[src/rtl/tuner_pkg.sv]
package tuner_pkg;

  typedef enum logic [2:0] {
    ST_IDLE,
    ST_INTEGRATE,
    ST_MEASURE_F0,
    ST_SET_Z1,
    ST_ITER_Z2,
    ST_SET_GAIN,
    ST_DONE
  } tuneState_t;

  typedef enum logic [1:0] {
    MODE_LINEAR = 2'd0,
    MODE_INTEG  = 2'd1,
    MODE_TRIAL  = 2'd2
  } compMode_t;

  typedef enum logic [1:0] {
    M_IDLE,
    M_SYNC,
    M_RUN
  } meterPhase_t;

  typedef struct packed {
    logic meterClear;
    logic loadZ1;
    logic initZ2;
    logic stepUp;
    logic stepDown;
    logic loadGain;
  } dpCtrl_t;

endpackage

[src/rtl/tuner_period_meter.sv]
module tuner_period_meter
  import tuner_pkg::*;
#(
  parameter int PER_W    = 12,
  parameter int AVG_LOG2 = 3
) (
  input  logic             clk,
  input  logic             rstN,
  input  logic             sampleValid,
  input  logic             errPos,
  input  logic             clear,
  output logic             measDone,
  output logic [PER_W-1:0] measPeriod
);

  localparam int AVG_N = 1 << AVG_LOG2;
  localparam int SUM_W = PER_W + AVG_LOG2;
  localparam logic [PER_W-1:0] CNT_MAX = {PER_W{1'b1}};

  meterPhase_t        phaseQ;
  logic               prevPos;
  logic [PER_W-1:0]   cntQ;
  logic [SUM_W-1:0]   sumQ;
  logic [AVG_LOG2-1:0] edgeQ;

  logic             risingEdge;
  logic [PER_W-1:0] curLen;
  logic [SUM_W-1:0] sumNext;

  // a rising crossing: previous valid sample not above zero, this one above
  assign risingEdge = sampleValid && !prevPos && errPos;
  assign curLen     = (cntQ == CNT_MAX) ? cntQ : cntQ + 1'b1;
  assign sumNext    = sumQ + SUM_W'(curLen);

  always_ff @(posedge clk) begin
    if (!rstN) begin
      phaseQ     <= M_IDLE;
      prevPos    <= 1'b1;
      cntQ       <= '0;
      sumQ       <= '0;
      edgeQ      <= '0;
      measDone   <= 1'b0;
      measPeriod <= '0;
    end else begin
      measDone <= 1'b0;
      if (sampleValid) prevPos <= errPos;
      if (clear) begin
        phaseQ <= M_SYNC;
        cntQ   <= '0;
        sumQ   <= '0;
        edgeQ  <= '0;
      end else begin
        case (phaseQ)
          M_SYNC: begin
            if (risingEdge) begin
              phaseQ <= M_RUN;
              cntQ   <= '0;
            end
          end
          M_RUN: begin
            if (sampleValid) begin
              if (risingEdge) begin
                cntQ <= '0;
                sumQ <= sumNext;
                if (edgeQ == AVG_LOG2'(AVG_N - 1)) begin
                  measPeriod <= sumNext[SUM_W-1:AVG_LOG2];
                  measDone   <= 1'b1;
                  phaseQ     <= M_IDLE;
                end else begin
                  edgeQ <= edgeQ + 1'b1;
                end
              end else if (cntQ != CNT_MAX) begin
                cntQ <= cntQ + 1'b1;
              end
            end
          end
          default: ;
        endcase
      end
    end
  end

endmodule

[src/rtl/tuner_datapath.sv]
module tuner_datapath
  import tuner_pkg::*;
#(
  parameter int ERR_W      = 16,
  parameter int PER_W      = 12,
  parameter int GAIN_W     = 8,
  parameter int AVG_LOG2   = 3,
  parameter int Z2_INIT    = 40,
  parameter int Z2_STEP    = 4,
  parameter int Z2_MIN     = 1,
  parameter int TOL        = 1,
  parameter int GAIN_SHIFT = 4
) (
  input  logic              clk,
  input  logic              rstN,
  input  logic              sampleValid,
  input  logic [ERR_W-1:0]  errIn,
  input  logic              relayEn,
  input  dpCtrl_t           strb,
  input  logic [PER_W-1:0]  targetPeriod,
  input  logic [GAIN_W-1:0] gainTarget,
  output logic              measDone,
  output logic              inTol,
  output logic              aboveTarget,
  output logic              relayBit,
  output logic [PER_W-1:0]  z1Coef,
  output logic [PER_W-1:0]  z2Coef,
  output logic [PER_W-1:0]  gainCoef
);

  localparam int PROD_W = GAIN_W + PER_W + 1;
  localparam logic [PER_W-1:0] PER_MAX = {PER_W{1'b1}};
  localparam logic [PER_W-1:0] STEP_V  = PER_W'(Z2_STEP);
  localparam logic [PER_W-1:0] MIN_V   = PER_W'(Z2_MIN);
  localparam logic [PER_W-1:0] INIT_V  = PER_W'(Z2_INIT);

  logic             errPos;
  logic             relayQ;
  logic [PER_W-1:0] measPeriod;
  logic [PER_W:0]   diffAbs;
  logic [PER_W-1:0] z2Up;
  logic [PER_W-1:0] z2Down;
  logic [PER_W:0]   zSum;
  logic [PROD_W-1:0] prod;
  logic [PROD_W-1:0] scaled;
  logic [PER_W-1:0] gainNext;

  assign errPos = $signed(errIn) > 0;

  tuner_period_meter #(
    .PER_W   (PER_W),
    .AVG_LOG2(AVG_LOG2)
  ) u_meter (
    .clk        (clk),
    .rstN       (rstN),
    .sampleValid(sampleValid),
    .errPos     (errPos),
    .clear      (strb.meterClear),
    .measDone   (measDone),
    .measPeriod (measPeriod)
  );

  // one-bit relay quantizer
  always_ff @(posedge clk) begin
    if (!rstN)             relayQ <= 1'b0;
    else if (!relayEn)     relayQ <= 1'b0;
    else if (sampleValid)  relayQ <= errPos;
  end
  assign relayBit = relayEn & relayQ;

  // period versus target comparison
  always_comb begin
    if (measPeriod >= targetPeriod) diffAbs = {1'b0, measPeriod} - {1'b0, targetPeriod};
    else                            diffAbs = {1'b0, targetPeriod} - {1'b0, measPeriod};
  end
  assign inTol       = diffAbs <= (PER_W+1)'(TOL);
  assign aboveTarget = measPeriod > targetPeriod;

  // clamped second-zero steps
  assign z2Up   = (z2Coef > PER_MAX - STEP_V) ? PER_MAX : z2Coef + STEP_V;
  assign z2Down = (z2Coef < MIN_V + STEP_V)   ? MIN_V   : z2Coef - STEP_V;

  // gain from bandwidth target and both zero locations, saturated
  assign zSum     = {1'b0, z1Coef} + {1'b0, z2Coef};
  assign prod     = PROD_W'(gainTarget) * PROD_W'(zSum);
  assign scaled   = prod >> GAIN_SHIFT;
  assign gainNext = (scaled > PROD_W'(PER_MAX)) ? PER_MAX : scaled[PER_W-1:0];

  always_ff @(posedge clk) begin
    if (!rstN) begin
      z1Coef   <= '0;
      z2Coef   <= '0;
      gainCoef <= '0;
    end else begin
      if (strb.loadZ1)        z1Coef   <= measPeriod;
      if (strb.initZ2)        z2Coef   <= INIT_V;
      else if (strb.stepUp)   z2Coef   <= z2Up;
      else if (strb.stepDown) z2Coef   <= z2Down;
      if (strb.loadGain)      gainCoef <= gainNext;
    end
  end

endmodule

[src/rtl/tuner_ctrl.sv]
module tuner_ctrl
  import tuner_pkg::*;
#(
  parameter int SETTLE   = 16,
  parameter int MAX_ITER = 32
) (
  input  logic      clk,
  input  logic      rstN,
  input  logic      start,
  input  logic      sampleValid,
  input  logic      measDone,
  input  logic      inTol,
  input  logic      aboveTarget,
  output dpCtrl_t   strb,
  output logic      relayEn,
  output logic [1:0] compMode,
  output logic      done,
  output logic      tuneErr
);

  localparam int SET_W  = $clog2(SETTLE + 1);
  localparam int ITER_W = (MAX_ITER > 1) ? $clog2(MAX_ITER) : 1;

  tuneState_t        stateQ, stateD;
  logic [SET_W-1:0]  settleQ;
  logic [ITER_W-1:0] iterQ;
  logic              errQ;
  logic              settleEnd;
  logic              iterLast;
  logic              idleLike;
  compMode_t         modeD;

  assign settleEnd = sampleValid && (settleQ == SET_W'(SETTLE - 1));
  assign iterLast  = (iterQ == ITER_W'(MAX_ITER - 1));
  assign idleLike  = (stateQ == ST_IDLE) || (stateQ == ST_DONE);

  always_comb begin
    stateD = stateQ;
    strb   = '0;
    case (stateQ)
      ST_IDLE, ST_DONE: begin
        if (start) stateD = ST_INTEGRATE;
      end
      ST_INTEGRATE: begin
        if (settleEnd) begin
          strb.meterClear = 1'b1;
          stateD          = ST_MEASURE_F0;
        end
      end
      ST_MEASURE_F0: begin
        if (measDone) stateD = ST_SET_Z1;
      end
      ST_SET_Z1: begin
        strb.loadZ1     = 1'b1;
        strb.initZ2     = 1'b1;
        strb.meterClear = 1'b1;
        stateD          = ST_ITER_Z2;
      end
      ST_ITER_Z2: begin
        if (measDone) begin
          if (inTol) begin
            stateD = ST_SET_GAIN;
          end else if (iterLast) begin
            stateD = ST_DONE;
          end else begin
            strb.meterClear = 1'b1;
            if (aboveTarget) strb.stepDown = 1'b1;
            else             strb.stepUp   = 1'b1;
          end
        end
      end
      ST_SET_GAIN: begin
        strb.loadGain = 1'b1;
        stateD        = ST_DONE;
      end
      default: stateD = ST_IDLE;
    endcase
  end

  always_ff @(posedge clk) begin
    if (!rstN) begin
      stateQ  <= ST_IDLE;
      settleQ <= '0;
      iterQ   <= '0;
      errQ    <= 1'b0;
    end else begin
      stateQ <= stateD;
      if (idleLike && start) begin
        settleQ <= '0;
        iterQ   <= '0;
        errQ    <= 1'b0;
      end
      if (stateQ == ST_INTEGRATE && sampleValid && !settleEnd)
        settleQ <= settleQ + 1'b1;
      if (stateQ == ST_ITER_Z2 && measDone && !inTol) begin
        if (iterLast) errQ  <= 1'b1;
        else          iterQ <= iterQ + 1'b1;
      end
    end
  end

  always_comb begin
    case (stateQ)
      ST_INTEGRATE, ST_MEASURE_F0:         modeD = MODE_INTEG;
      ST_SET_Z1, ST_ITER_Z2, ST_SET_GAIN:  modeD = MODE_TRIAL;
      default:                             modeD = MODE_LINEAR;
    endcase
  end

  assign compMode = modeD;
  assign relayEn  = !idleLike;
  assign done     = (stateQ == ST_DONE);
  assign tuneErr  = errQ;

endmodule

[src/rtl/relay_autotuner.sv]
module relay_autotuner
  import tuner_pkg::*;
#(
  parameter int ERR_W      = 16,
  parameter int PER_W      = 12,
  parameter int GAIN_W     = 8,
  parameter int AVG_LOG2   = 3,
  parameter int SETTLE     = 16,
  parameter int MAX_ITER   = 32,
  parameter int Z2_INIT    = 40,
  parameter int Z2_STEP    = 4,
  parameter int Z2_MIN     = 1,
  parameter int TOL        = 1,
  parameter int GAIN_SHIFT = 4
) (
  input  logic              clk,
  input  logic              rstN,
  input  logic              sampleValid,
  input  logic [ERR_W-1:0]  errIn,
  input  logic              start,
  input  logic [PER_W-1:0]  targetPeriod,
  input  logic [GAIN_W-1:0] gainTarget,
  output logic              relayEn,
  output logic              relayBit,
  output logic [1:0]        compMode,
  output logic [PER_W-1:0]  z1Coef,
  output logic [PER_W-1:0]  z2Coef,
  output logic [PER_W-1:0]  gainCoef,
  output logic              done,
  output logic              tuneErr
);

  dpCtrl_t strb;
  logic    measDone;
  logic    inTol;
  logic    aboveTarget;

  tuner_ctrl #(
    .SETTLE  (SETTLE),
    .MAX_ITER(MAX_ITER)
  ) u_ctrl (
    .clk        (clk),
    .rstN       (rstN),
    .start      (start),
    .sampleValid(sampleValid),
    .measDone   (measDone),
    .inTol      (inTol),
    .aboveTarget(aboveTarget),
    .strb       (strb),
    .relayEn    (relayEn),
    .compMode   (compMode),
    .done       (done),
    .tuneErr    (tuneErr)
  );

  tuner_datapath #(
    .ERR_W     (ERR_W),
    .PER_W     (PER_W),
    .GAIN_W    (GAIN_W),
    .AVG_LOG2  (AVG_LOG2),
    .Z2_INIT   (Z2_INIT),
    .Z2_STEP   (Z2_STEP),
    .Z2_MIN    (Z2_MIN),
    .TOL       (TOL),
    .GAIN_SHIFT(GAIN_SHIFT)
  ) u_dp (
    .clk         (clk),
    .rstN        (rstN),
    .sampleValid (sampleValid),
    .errIn       (errIn),
    .relayEn     (relayEn),
    .strb        (strb),
    .targetPeriod(targetPeriod),
    .gainTarget  (gainTarget),
    .measDone    (measDone),
    .inTol       (inTol),
    .aboveTarget (aboveTarget),
    .relayBit    (relayBit),
    .z1Coef      (z1Coef),
    .z2Coef      (z2Coef),
    .gainCoef    (gainCoef)
  );

endmodule

[config.mk]
export PLATFORM = sky130hd
export DESIGN_NAME = relay_autotuner
export DESIGN_NICKNAME = d
export VERILOG_FILES = /design/src/rtl/tuner_pkg.sv /design/src/rtl/tuner_period_meter.sv /design/src/rtl/tuner_datapath.sv /design/src/rtl/tuner_ctrl.sv /design/src/rtl/relay_autotuner.sv
export SDC_FILE = /design/constraint.sdc
export NUM_CORES = 1
export LEC_CHECK = 0
export BUFFER_PORTS_ARGS = -buffer_cell sky130_fd_sc_hd__buf_2
export CAP_MARGIN = 20
export CORE_MARGIN = 4
export CORE_UTILIZATION = 35
export CTS_CLUSTER_SIZE = 20
export DETAILED_ROUTE_END_ITERATION = 10
export PLACE_DENSITY = 0.59
export RECOVER_POWER = 25
export SLEW_MARGIN = 25
export SYNTH_ARGS = -nofsm -noshare
export SYNTH_HDL_FRONTEND = slang
export SYNTH_SLANG_ARGS = --single-unit
[constraint.sdc]
create_clock -name clk -period 13.35 [get_ports clk]
set_clock_uncertainty 0.05 [all_clocks]
set_input_delay 2.67 -clock clk [delete_from_list [all_inputs] [get_ports clk]]
set_output_delay 2.67 -clock clk [all_outputs]
set_load 0.1 [all_outputs]
* Word-level counts from Yosys, hierarchy flattened *
Index checks and enable logic that the tools add are counted.

word-level totals
  register bits after elaboration = 97
  bits in latches = 0
  RAM bits = 0
  memory bits (read-only) = 0
  bits of input ports = 40
  output and inout bits = 42
  memories kept = 0

operators by class
  add/sub/neg operators = 10
  multipliers = 1
  div/mod/pow operators = 0
  magnitude comparators = 7
  eq/ne operators = 27
  shift operators = 0
  muxes and demuxes = 49
  bitwise operators = 7
  reductions and logical operators = 33

operator list
  kind                                                              number
  2-to-1 mux 12 bit                                                 10
  subtractor 12 x 12 -> 13 bit                                      2
  2-to-1 mux 5 bit                                                  5
  one-hot mux 12 bit (2 select lines)                               1
  multiplier 8 x 13 -> 21 bit                                       1
  AND reduction 5 bit                                               4
  2-to-1 mux 2 bit                                                  9
  2-to-1 mux 3 bit                                                  6
  one-hot mux 3 bit (6 select lines)                                1
  > comparator 17 x 12 -> 1 bit (second input constant)             1
  > comparator 16 x 1 -> 1 bit (second input constant)              1
  adder 15 x 12 -> 15 bit                                           1
  != test 3 bit (second input constant)                             5
  adder 12 x 12 -> 13 bit                                           1
  less-or-equal comparator 13 x 1 -> 1 bit (second input constant)  1
  2-to-1 mux 13 bit                                                 1
  adder 12 x 1 -> 12 bit (second input constant)                    1
  adder 12 x 3 -> 12 bit (second input constant)                    1
  equality test 12 bit (second input constant)                      1
  equality test 3 bit (second input constant)                       4
  >= comparator 12 bit                                              1
  > comparator 12 bit                                               1
  > comparator 12 bit (second input constant)                       1
  less-than comparator 12 x 3 -> 1 bit (second input constant)      1
  other kinds (30)                                                  73

* Logic depth before layout (Yosys ltp) *
Gate-level depths: netlist of run 1.

  depth in word-level cells = 9
  gate-level depth with buffers = 30
  gate-level depth less buffers = 29

* Cells and area by module *
A second synthesis of run 1 with hierarchy kept.

second synthesis, totals
  cells, all modules = 1270
  area, all modules = 10436.3 um2

modules (own cells, without submodules)
  module              times used  cells an instance  area an instance (um2)  sequential area each (um2)
  tuner_datapath      1           808                6834.1                  740.7
  tuner_period_meter  1           354                2743.9                  920.9
  tuner_ctrl          1           108                858.3                   280.3

* Worst setup path before layout of run 1 *
No wires, ideal clock.

  path kind = input to register
  start point = in gainTarget[4]
  end point = reg u_dp.gainCoef[7]
  arrival time = 7.275 ns
  setup slack = 5.902 ns
  stages on the path = 21
  buffers on the path = 2
  cell sequence = clkbuf_1 -> and2_1 -> fa_1 -> inv_1 -> fa_1 -> inv_1 -> fa_1 -> inv_1 -> fa_1 -> inv_1 -> ha_1 -> a21oi_1 -> o21ai_0 -> a211oi_1 -> o21bai_1 -> o21ai_1 -> a21oi_1 -> mux2i_1 -> nor4_1 -> buf_2 -> a21oi_1

on the way
  word-level cells in the longest chain between the ends = 3

ends and longest elaborated chain
  element                        RTL line               source
  start, declared                relay_autotuner.sv:22  input logic [GAIN_W-1:0] gainTarget,
  multiplier 8 x 13 -> 21 bit *  tuner_datapath.sv:85   assign prod = PROD_W'(gainTarget) * PROD_W'(zSum);
  > comparator 17 x 12 -> 1 bit  tuner_datapath.sv:87   assign gainNext = (scaled > PROD_W'(PER_MAX)) ? PER_MAX : scaled[PER_W-1:0];
  2-to-1 mux 12 bit *            tuner_datapath.sv:87
  end signal, assigned           tuner_datapath.sv:99   if (strb.loadGain) gainCoef <= gainNext;
  end, declared                  tuner_datapath.sv:28   output logic [PER_W-1:0] gainCoef

Mark *: on every way between the ends. The rest lies on a longest branch, timed or not.
A chain may end at the register's enable or synchronous reset.

* Final worst setup path of run 1 *
  start point = in gainTarget[7]
  end point = reg u_dp.gainCoef[6]

Same word-level chain as after synthesis.

==> impl_metrics.tcl, run 1 <==
set metrics [dict create \
    relSlewSlack_pct 1.98 \
    grt_pass1_vias 8833 \
    fin_crit_ps 7380 \
    worst_slew_pin_slew_ps 1470 \
    dp.cells 1769 \
    hold_viol_final 0 \
    worst-endpoint-arrival_ps 7560 \
    cpPeakStageDelay_ps 550 \
    dp_worst_setup_slack_ps 5650 \
    post_cts_buffers 0 \
    required_ps 13530 \
    post_drt_via_cell_ratio 5.19 \
    synth_most_common_cell "nand2_1" \
    synth_enable_flop_cells 0 \
    clk_path_buf_depth 2 \
    hold_ws_ps 416 \
    synth_nets 1558 \
    ys_types 71 \
    fin_area_um2 11500 \
    status "finished, final reports clean" \
    path_class "input port to register" \
    p_leak_nw 5.11 \
    crit_path_max_fanout 14 \
    tns_ps 0 \
    placed_cell_area_um2 11300 \
    maxCapViolations 0 \
    insertion_delay_ps 360 \
    final_antenna_net_count 0 \
    peakVddDrop_mv 0.0521 \
    synth_seq_cells 97 \
    setup_ws_ps 5970 \
    antenna_found_initial 0 \
    power_density_nw_per_um2 60.1 \
    finish.utilization_pct 38.8 \
    die_x_um 182 \
    netlist_instances 1351 \
    fin_cells 1785 \
    grt-ovfl-total 0 \
    cp_cell_sequence "buf_2, nand2_1, fa_1, fa_1, inv_1, fa_1, inv_1, fa_1, inv_1, ha_1, a21oi_1, o21ai_0, a211oi_1, o21bai_1, o21ai_1, a21oi_1, mux2i_1, nor4_1, buf_4, a21oi_1" \
    wirelength_mm 27.5 \
    cts_root_buf "clkbuf_16" \
    dieArea_um2 33100 \
    hpwlAfterDp_mm 21.7 \
    drt-initial-drc-count 500 \
    min_path_type "register to register" \
    io-pin-count 82 \
    drv_slew 0 \
    fillers 3096 \
    yosysSeqAreaShare_pct 18.3 \
    crit_family "adder cells" \
    area_growth_syn_to_layout_pct 9.03 \
    cp-start-kind "input port" \
    start_util_pct 35.6 \
    synthFlopType "dfxtp_1" \
    numPortBuffers 81 \
    gp_congestion 0.876 \
    fin_crit_sh_pct 55.3 \
    async_flop_share_pct 0 \
    drc_errors 0 \
    finalPower_uw 694 \
    syn_area_um2 10600 \
    grt_use_total_pct 16.7 \
    crit_top_cell "fa_1" \
    cp-end-kind "register" \
    dr.pass1.iters 5 \
    antennaDiodeCount 0 \
    grt_first_pass_wirelength_mm 46.4 \
    die_h_um 182 \
    slowest_stage "fa_1" \
    cts_buffers 9 \
    synth_top_area_cell "dfxtp_1" \
    core_region_area_um2 29700 \
    critical_path_buf_inv_count 5 \
    via_count 9273 \
    synth_top_area_share_pct 18.3 \
    setup_viol 0 \
    nets 1597 \
    synth.area.top_cells "dfxtp_1 18%, fa_1 13%, ha_1 11%" \
    htreeDepth 3 \
    yosysWarnings 0 \
    drive_gt1_share_pct 9.75 \
    rows 63 \
    clock_sinks 97 \
    cts_tree "done" \
    rsz0062_at_grt "no" \
    synth_common_cells "144 x nand2_1, 131 x inv_1, 110 x a21oi_1" \
    clkSlewWorstSetupHoldPaths_ps 70 \
    routedWlPerCell_um 15.4 \
    avgSynthCellArea_um2 7.83 \
    grt_max_degree 34 \
    cts_resized 0 \
    ctsHoldBuffers 0 \
    fmax_mhz 135 \
]
final cells by class:
type	count	area [µm²]	share of cell area, %
tap	390	488	4.23
timing repair buffer	85	412	3.57
clock inverter	5	67.6	0.586
multi-input combinational	1066	7900	68.4
sequential	97	1940	16.8
inverter	131	492	4.26
clock buffer	11	243	2.10
cells by family (layout without fill, tap and decap cells):
family	after synthesis	in the layout	share of synthesized area, %
flip-flops	97	97	18.3
AO/OA/AOI/OAI	328	328	19.6
buffers and inverters	188	232	7.05
multiplexers	20	20	1.99
AND/OR/NAND/NOR	496	496	23.8
XOR/XNOR	55	55	4.55
adder cells (fa/ha/maj)	167	167	24.7
metal layers:
layer / global-route usage, % / up-vias / part of all wire, %
met5: 0 / - / 0
met4: 2.37 / 0 / 0.86
met2: 27.5 / 179 / 46
met3: 2.06 / 21 / 4.0
met1: 23.9 / 4373 / 49
li1: - / 4700 / -
placed cells by master, fill, tap and decap left out, drive strengths merged, types with 4 or more instances in the layout:
master	count
nand3b	11
a21oi	134
nor4	9
a21o	11
nand3	36
nand2	144
a31oi	12
and3	25
mux2	8
fa	70
o21a	16
or3	13
nor2b	14
nor2	88
ha	97
o31ai	7
clkbuf	28
or4	4
dfxtp	97
or2	7
nand2b	27
nor3b	6
a211oi	11
o21ai	84
a2111oi	5
or4b	4
o21bai	5
buf	68
mux2i	12
xnor2	42
o2111ai	4
a221oi	4
inv	135
a311oi	4
nand4	9
and2	65
o211ai	10
xor2	13
nor3	31
report_power, final:
group / switching [mW] / internal (mW)
registers: 0.00440 / 0.292
clock network: 0.125 / 0.154
logic: 0.0845 / 0.0334
sequential cells by signal, summed over array words and instances (netlist names):
register,cells
u_dp.u_meter.edgeQ,3
u_dp.gainCoef,12
u_ctrl.stateQ,3
u_dp.z2Coef,12
u_dp.u_meter.phaseQ,2
u_dp.u_meter.prevPos,1
u_dp.u_meter.cntQ,12
u_dp.u_meter.sumQ,15
u_ctrl.settleQ,5
u_ctrl.tuneErr,1
u_dp.z1Coef,12
u_dp.u_meter.measDone,1
u_dp.u_meter.measPeriod,12
u_ctrl.iterQ,5
u_dp.relayQ,1
worst register-to-register path, cell delays in order, from the launching register on:
cell       delay, ps
dfxtp_1          550
ha_1             340
nor2b_1          140
o21ai_0          190
a21boi_0         150
o21ai_0          240
a21boi_0         150
o21ai_0          200
or4b_2           600
o211ai_1         350
nand2_1          170
fa_1             600
fa_1             450
fa_1             610
inv_1             80
fa_1             480
ha_1             300
inv_1             70
o21bai_1         330
nor3_1            80
nor2_1            90
a31oi_1          100
mux2_2           230
o2111ai_1         90
nor4_1           290
buf_4            240
a21oi_1           80
final timing paths:
kind	startpoint	to	slack [ps]	cells past startpoint
setup reg to reg	u_dp.z2Coef[2]$_SDFFE_PP0P_	u_dp.gainCoef[6]$_SDFFE_PN0P_	5980	26
hold reg to reg	u_ctrl.iterQ[4]$_SDFF_PN0_	u_ctrl.iterQ[4]$_SDFF_PN0_	420	2
setup / recovery	gainTarget[7]	u_dp.gainCoef[6]$_SDFFE_PN0P_	5970	20
hold / removal	u_ctrl.iterQ[4]$_SDFF_PN0_	u_ctrl.iterQ[4]$_SDFF_PN0_	420	2
(Power assumes the default switching activity.)
==> run 2: changes to the inputs <==
Clock period 13.35 ns to 6.9 ns, I/O delays scaled along.
==> run 2 against run 1 <==
Net effect:
- combinational power increased by 98%
- wire length increased by 2.5%
- sequential share of layout area decreased by 0.21 points
- core utilization increased by 0.79 points
- first-iteration DRC count increased by 19%
- global-route usage increased by 0.28 points
- critical endpoint is now u_dp.gainCoef[1]$_SDFFE_PN0P_
- largest power group unchanged
==> impl_metrics.tcl, run 2 (synthesis gave the netlist of run 1 again) <==
set metrics [dict create \
    status "finished, final reports clean" \
    min_path_type "register to register" \
    cp-start-kind "register" \
    cts_buffers 9 \
    area_growth_syn_to_layout_pct 11.3 \
    fillers 3143 \
    die_x_um 182 \
    tns_ps 0 \
    largest_reg_flops 15 \
    worst_slew_pin_slew_ps 1260 \
    required_ps 7080 \
    peakVddDrop_mv 0.113 \
    insertion_delay_ps 360 \
    slowest_stage "fa_1" \
    hold_ws_ps 419 \
    finalPower_mw 1.32 \
    setup_viol 0 \
    antennaDiodeCount 0 \
    clkSlewWorstSetupHoldPaths_ps 70 \
    dp.cells 1784 \
    hpwlAfterDp_mm 21.9 \
    antenna_found_initial 0 \
    worst-endpoint-arrival_ps 6760 \
    drive_gt1_share_pct 12.9 \
    via_count 9447 \
    wirelength_mm 28.2 \
    grt_max_degree 33 \
    crit_family "adder cells" \
    placed_cell_area_um2 11400 \
    final_antenna_net_count 0 \
    core_region_area_um2 29700 \
    cpPeakStageDelay_ps 550 \
    fin_cells 1804 \
    drt-initial-drc-count 593 \
    ff_latch_area_um2 1960 \
    maxCapViolations 0 \
    cp-end-kind "register" \
    numPortBuffers 81 \
    start_util_pct 35.6 \
    nets 1616 \
    critical_path_buf_inv_count 6 \
    power_density_nw_per_um2 112 \
    crit_path_max_fanout 8 \
    cts_root_buf "clkbuf_16" \
    clock_sinks 97 \
    final_cell_mix "143 x nand2_1, 130 x inv_1, 109 x a21oi_1" \
    final_common_cell "nand2_1" \
    clk_path_buf_depth 2 \
    regMostFlops "u_dp.u_meter.sumQ" \
    gp_congestion 0.875 \
    post_drt_via_cell_ratio 5.24 \
    dr.pass1.iters 5 \
    io-pin-count 82 \
    grt-ovfl-total 0 \
    fin_crit_ps 6580 \
    fin_area_um2 11800 \
    fin_crit_sh_pct 95.3 \
    rows 63 \
    p_leak_nw 5.21 \
    drc_errors 0 \
    path_class "register to register" \
    htreeDepth 3 \
    grt_first_pass_wirelength_mm 47.3 \
    grt_use_total_pct 16.9 \
    fmax_mhz 152 \
    drv_slew 0 \
    relSlewSlack_pct 16.0 \
    cts_tree "done" \
    die_h_um 182 \
    dieArea_um2 33100 \
    grt_pass1_vias 9228 \
    multi_input_area_um2 7990 \
    hold_viol_final 0 \
    routedWlPerCell_um 15.6 \
]
[run 2: changes by cell type in the layout (fill, tap and decap cells not counted), moves of 2 or more]
cell,before,now
o21ai_2,0,3
dfxtp_1,97,87
o21ai_0,77,73
inv_6,3,1
buf_4,3,22
clkinvlp_4,0,2
dfxtp_2,0,9
ha_1,97,95
a21boi_0,3,1
[run 2: metrics by stage]
stage,utilization [%],setup slack [ps]
floorplan,-,16.0
global placement,38.3,8.13
detailed placement,38.3,-98.8
CTS,39.4,57.9
global route,39.6,-39.8
finish,39.6,321
[run 2: worst min-delay path, delay by kind of cell, from the launching register on]
kind	cells	cell delay [ps]
flip-flops	1	330
AND/OR/NAND/NOR	1	50
AO/OA/AOI/OAI	1	50
[run 2: cell type report]
| class | count | area share, % |
|---|---|---|
| sequential | 97 | 16.6 |
| inverter | 131 | 4.18 |
| timing repair buffer | 104 | 4.71 |
| multi-input combinational | 1066 | 67.8 |
| clock buffer | 11 | 2.16 |
| clock inverter | 5 | 0.372 |
| tap | 390 | 4.14 |
[run 2: per-layer routing]
| metal | vias to the layer above | GRT usage [%] | routed length (µm) |
|---|---|---|---|
| met1 | 4532 | 23.7 | 13500 |
| met5 | - | 0 | 0 |
| met2 | 155 | 28.5 | 13500 |
| li1 | 4741 | - | - |
| met3 | 19 | 2.34 | 854 |
| met4 | 0 | 2.46 | 263 |
[run 2: repair_timing]
action                                  in CTS  in global routing
endpoints found under the setup margin      12                 12
hold buffers                                 0                  0
resized for setup                            3                 26
buffers inserted                             1                  2
gates cloned                                 1                  0
pin swaps                                    1                 17
[run 2: worst paths after layout]
kind | start | end | slack [ps] | depth (start not counted)
min | u_dp.z1Coef[2]$_SDFFE_PN0P_ | u_dp.z1Coef[2]$_SDFFE_PN0P_ | 420 | 2
max | u_dp.z1Coef[0]$_SDFFE_PN0P_ | u_dp.gainCoef[1]$_SDFFE_PN0P_ | 320 | 31
max reg2reg | u_dp.z1Coef[0]$_SDFFE_PN0P_ | u_dp.gainCoef[1]$_SDFFE_PN0P_ | 320 | 31
min reg2reg | u_dp.z1Coef[2]$_SDFFE_PN0P_ | u_dp.z1Coef[2]$_SDFFE_PN0P_ | 420 | 2
[run 2: report_power, final]
group | switching, mW | internal [mW] | leakage [nW]
combinational | 0.167 | 0.0662 | 4.29
clock | 0.244 | 0.272 | 0.139
sequential | 0.00703 | 0.565 | 0.787
==> run 3: changes to the inputs <==
Settings changed: CELL_PAD_IN_SITES_DETAIL_PLACEMENT set to 1, CELL_PAD_IN_SITES_GLOBAL_PLACEMENT set to 1, PLACE_DENSITY 0.59 to 0.73.
==> run 3 against run 2 <==
Net effect:
- clock-buffer cell count rose by 2
- final cell count rose by 0.83%
- combinational power barely moved
==> impl_metrics.tcl, run 3 (synthesis gave the netlist of run 1 again) <==
set metrics [dict create \
    dieArea_um2 33100 \
    power_frac_comb_pct 18.2 \
    start_util_pct 35.6 \
    r2r_slack_ps 310 \
    peakVddDrop_mv 0.0841 \
    placed_cell_area_um2 11400 \
    clkSlewWorstSetupHoldPaths_ps 80 \
    regToRegStartpoint "u_dp.z1Coef[0]$_SDFFE_PN0P_" \
    fmax_mhz 152 \
    cts_buffers 9 \
    relSlewSlack_pct 4.16 \
    area_growth_syn_to_layout_pct 12.9 \
    die_x_um 182 \
    crit_top_cell "fa_1" \
    min_path_type "register to register" \
    min_to "u_ctrl.tuneErr$_SDFF_PN0_" \
    path_class "register to register" \
    dr.pass1.iters 4 \
    via_count 9820 \
    holdCritStartpoint "u_ctrl.tuneErr$_SDFF_PN0_" \
    gp_congestion 0.878 \
    worstRegToRegCells 28 \
    dp_worst_setup_slack_ps -270 \
    final_common_cell "nand2_1" \
    io-pin-count 82 \
    clock_sinks 97 \
    final_cell_mix "143 x nand2_1, 129 x inv_1, 107 x a21oi_1" \
    hpwlAfterDp_mm 24.4 \
    status "finished, final reports clean" \
    regMostFlops "u_dp.u_meter.sumQ" \
    hold_viol_final 0 \
    drc_errors 0 \
    htreeDepth 3 \
    maxCapViolations 0 \
    switchingPower_uw 414 \
    nets 1630 \
    hold_path_depth 2 \
    routedWlPerCell_um 17.6 \
    power_density_nw_per_um2 109 \
    p_clk_share_pct 37.9 \
    grt-ovfl-total 0 \
    fin_crit_sh_pct 95.5 \
    fin_area_um2 11900 \
    crit_path_max_fanout 6 \
    slowest_stage "fa_1" \
    grt_pass1_vias 10100 \
    drv_slew 0 \
    required_ps 7080 \
    drive_gt1_share_pct 14.8 \
    setup_ws_ps 308 \
    fin_cells 1819 \
    wirelength_mm 32.0 \
    clk_path_buf_depth 2 \
    finalPower_mw 1.30 \
    crit_start "u_dp.z1Coef[0]$_SDFFE_PN0P_" \
    numPortBuffers 81 \
    cp-end-kind "register" \
    internal_power_uw 888 \
    fillers 3688 \
    grt_use_total_pct 18.9 \
    core_region_area_um2 29700 \
    rows 63 \
    p_seq_share_pct 43.9 \
    drt-initial-drc-count 403 \
    grt_first_pass_wirelength_mm 52.1 \
    insertion_delay_ps 360 \
    swShare_pct 31.8 \
    cp-start-kind "register" \
    antenna_found_initial 2 \
    final_antenna_net_count 0 \
    post_drt_via_cell_ratio 5.40 \
    worst_slew_pin_slew_ps 1440 \
    fin_crit_ps 6590 \
    cts_tree "done" \
    grt_max_degree 34 \
    worst-endpoint-arrival_ps 6770 \
    setup_viol 0 \
    largest_reg_flops 15 \
    cts_root_buf "clkbuf_16" \
    p_leak_nw 5.28 \
    cpPeakStageDelay_ps 530 \
    die_h_um 182 \
    r2r-end "u_dp.gainCoef[8]$_SDFFE_PN0P_" \
    dp.cells 1786 \
]
-- run 3: worst max-delay path: cells and delay by family, from the launching register on --
| family | cells | cell delay, ps |
|---|---|---|
| AO/OA/AOI/OAI | 9 | 1310 |
| flip-flops | 1 | 330 |
| AND/OR/NAND/NOR | 7 | 1400 |
| multiplexers | 1 | 170 |
| adder cells (fa/ha/maj) | 7 | 2840 |
| buffers and inverters | 4 | 360 |
-- run 3: power groups by stage --
stage	combinational, mW	clock (mW)	sequential [mW]
floorplan	0.165	0	0.594
global placement	0.232	0	0.585
detailed placement	0.236	0	0.585
CTS	0.237	0.511	0.572
global route	0.259	0.530	0.573
finish	0.237	0.494	0.572
-- run 3: layout make-up --
type / instances / area, µm² / area share, %
inverter: 131 / 492 / 4.12
multi-input combinational: 1066 / 8080 / 67.6
tap: 390 / 488 / 4.08
antenna: 1 / 2.50 / 0.0209
clock buffer: 13 / 250 / 2.09
sequential: 97 / 1960 / 16.4
timing repair buffer: 118 / 659 / 5.52
clock inverter: 3 / 23.8 / 0.199
-- run 3: worst max-delay path by stage --
stage / end / slack (ps) / cells past startpoint
after floorplan: u_dp.gainCoef[7]$_SDFFE_PN0P_ / 20 / 27
after CTS: u_dp.gainCoef[0]$_SDFFE_PN0P_ / 10 / 28
final: u_dp.gainCoef[8]$_SDFFE_PN0P_ / 310 / 28
after global routing: u_dp.gainCoef[8]$_SDFFE_PN0P_ / -100 / 30
after global placement: u_dp.gainCoef[8]$_SDFFE_PN0P_ / 30 / 29
after detailed placement: u_dp.gainCoef[7]$_SDFFE_PN0P_ / -270 / 29
-- run 3: timing repair --
action / CTS / global route
cloned: 1 / 0
hold buffers: 0 / 0
setup buffers: 1 / 14
gates resized for setup: 6 / 39
pin swaps: 1 / 27
endpoints found under the setup margin: 12 / 12
-- run 3: per-layer routing --
metal | vias to the layer above | wire (µm) | track usage (%)
met5 | - | 13 | 0
li1 | 4768 | - | -
met1 | 4898 | 14800 | 24.5
met4 | 2 | 586 | 3.48
met3 | 42 | 817 | 2.80
met2 | 110 | 15800 | 33.5
-- run 3: per-stage QoR --
stage                     hold WS, ps  utilization, %  setup TNS (ps)
after detailed placement          394            38.3           -3130
after floorplan                   374               -               0
after global routing              432            40.2            -930
final                             400            40.2               0
after global placement            391            38.3               0
after CTS                         404            39.4               0
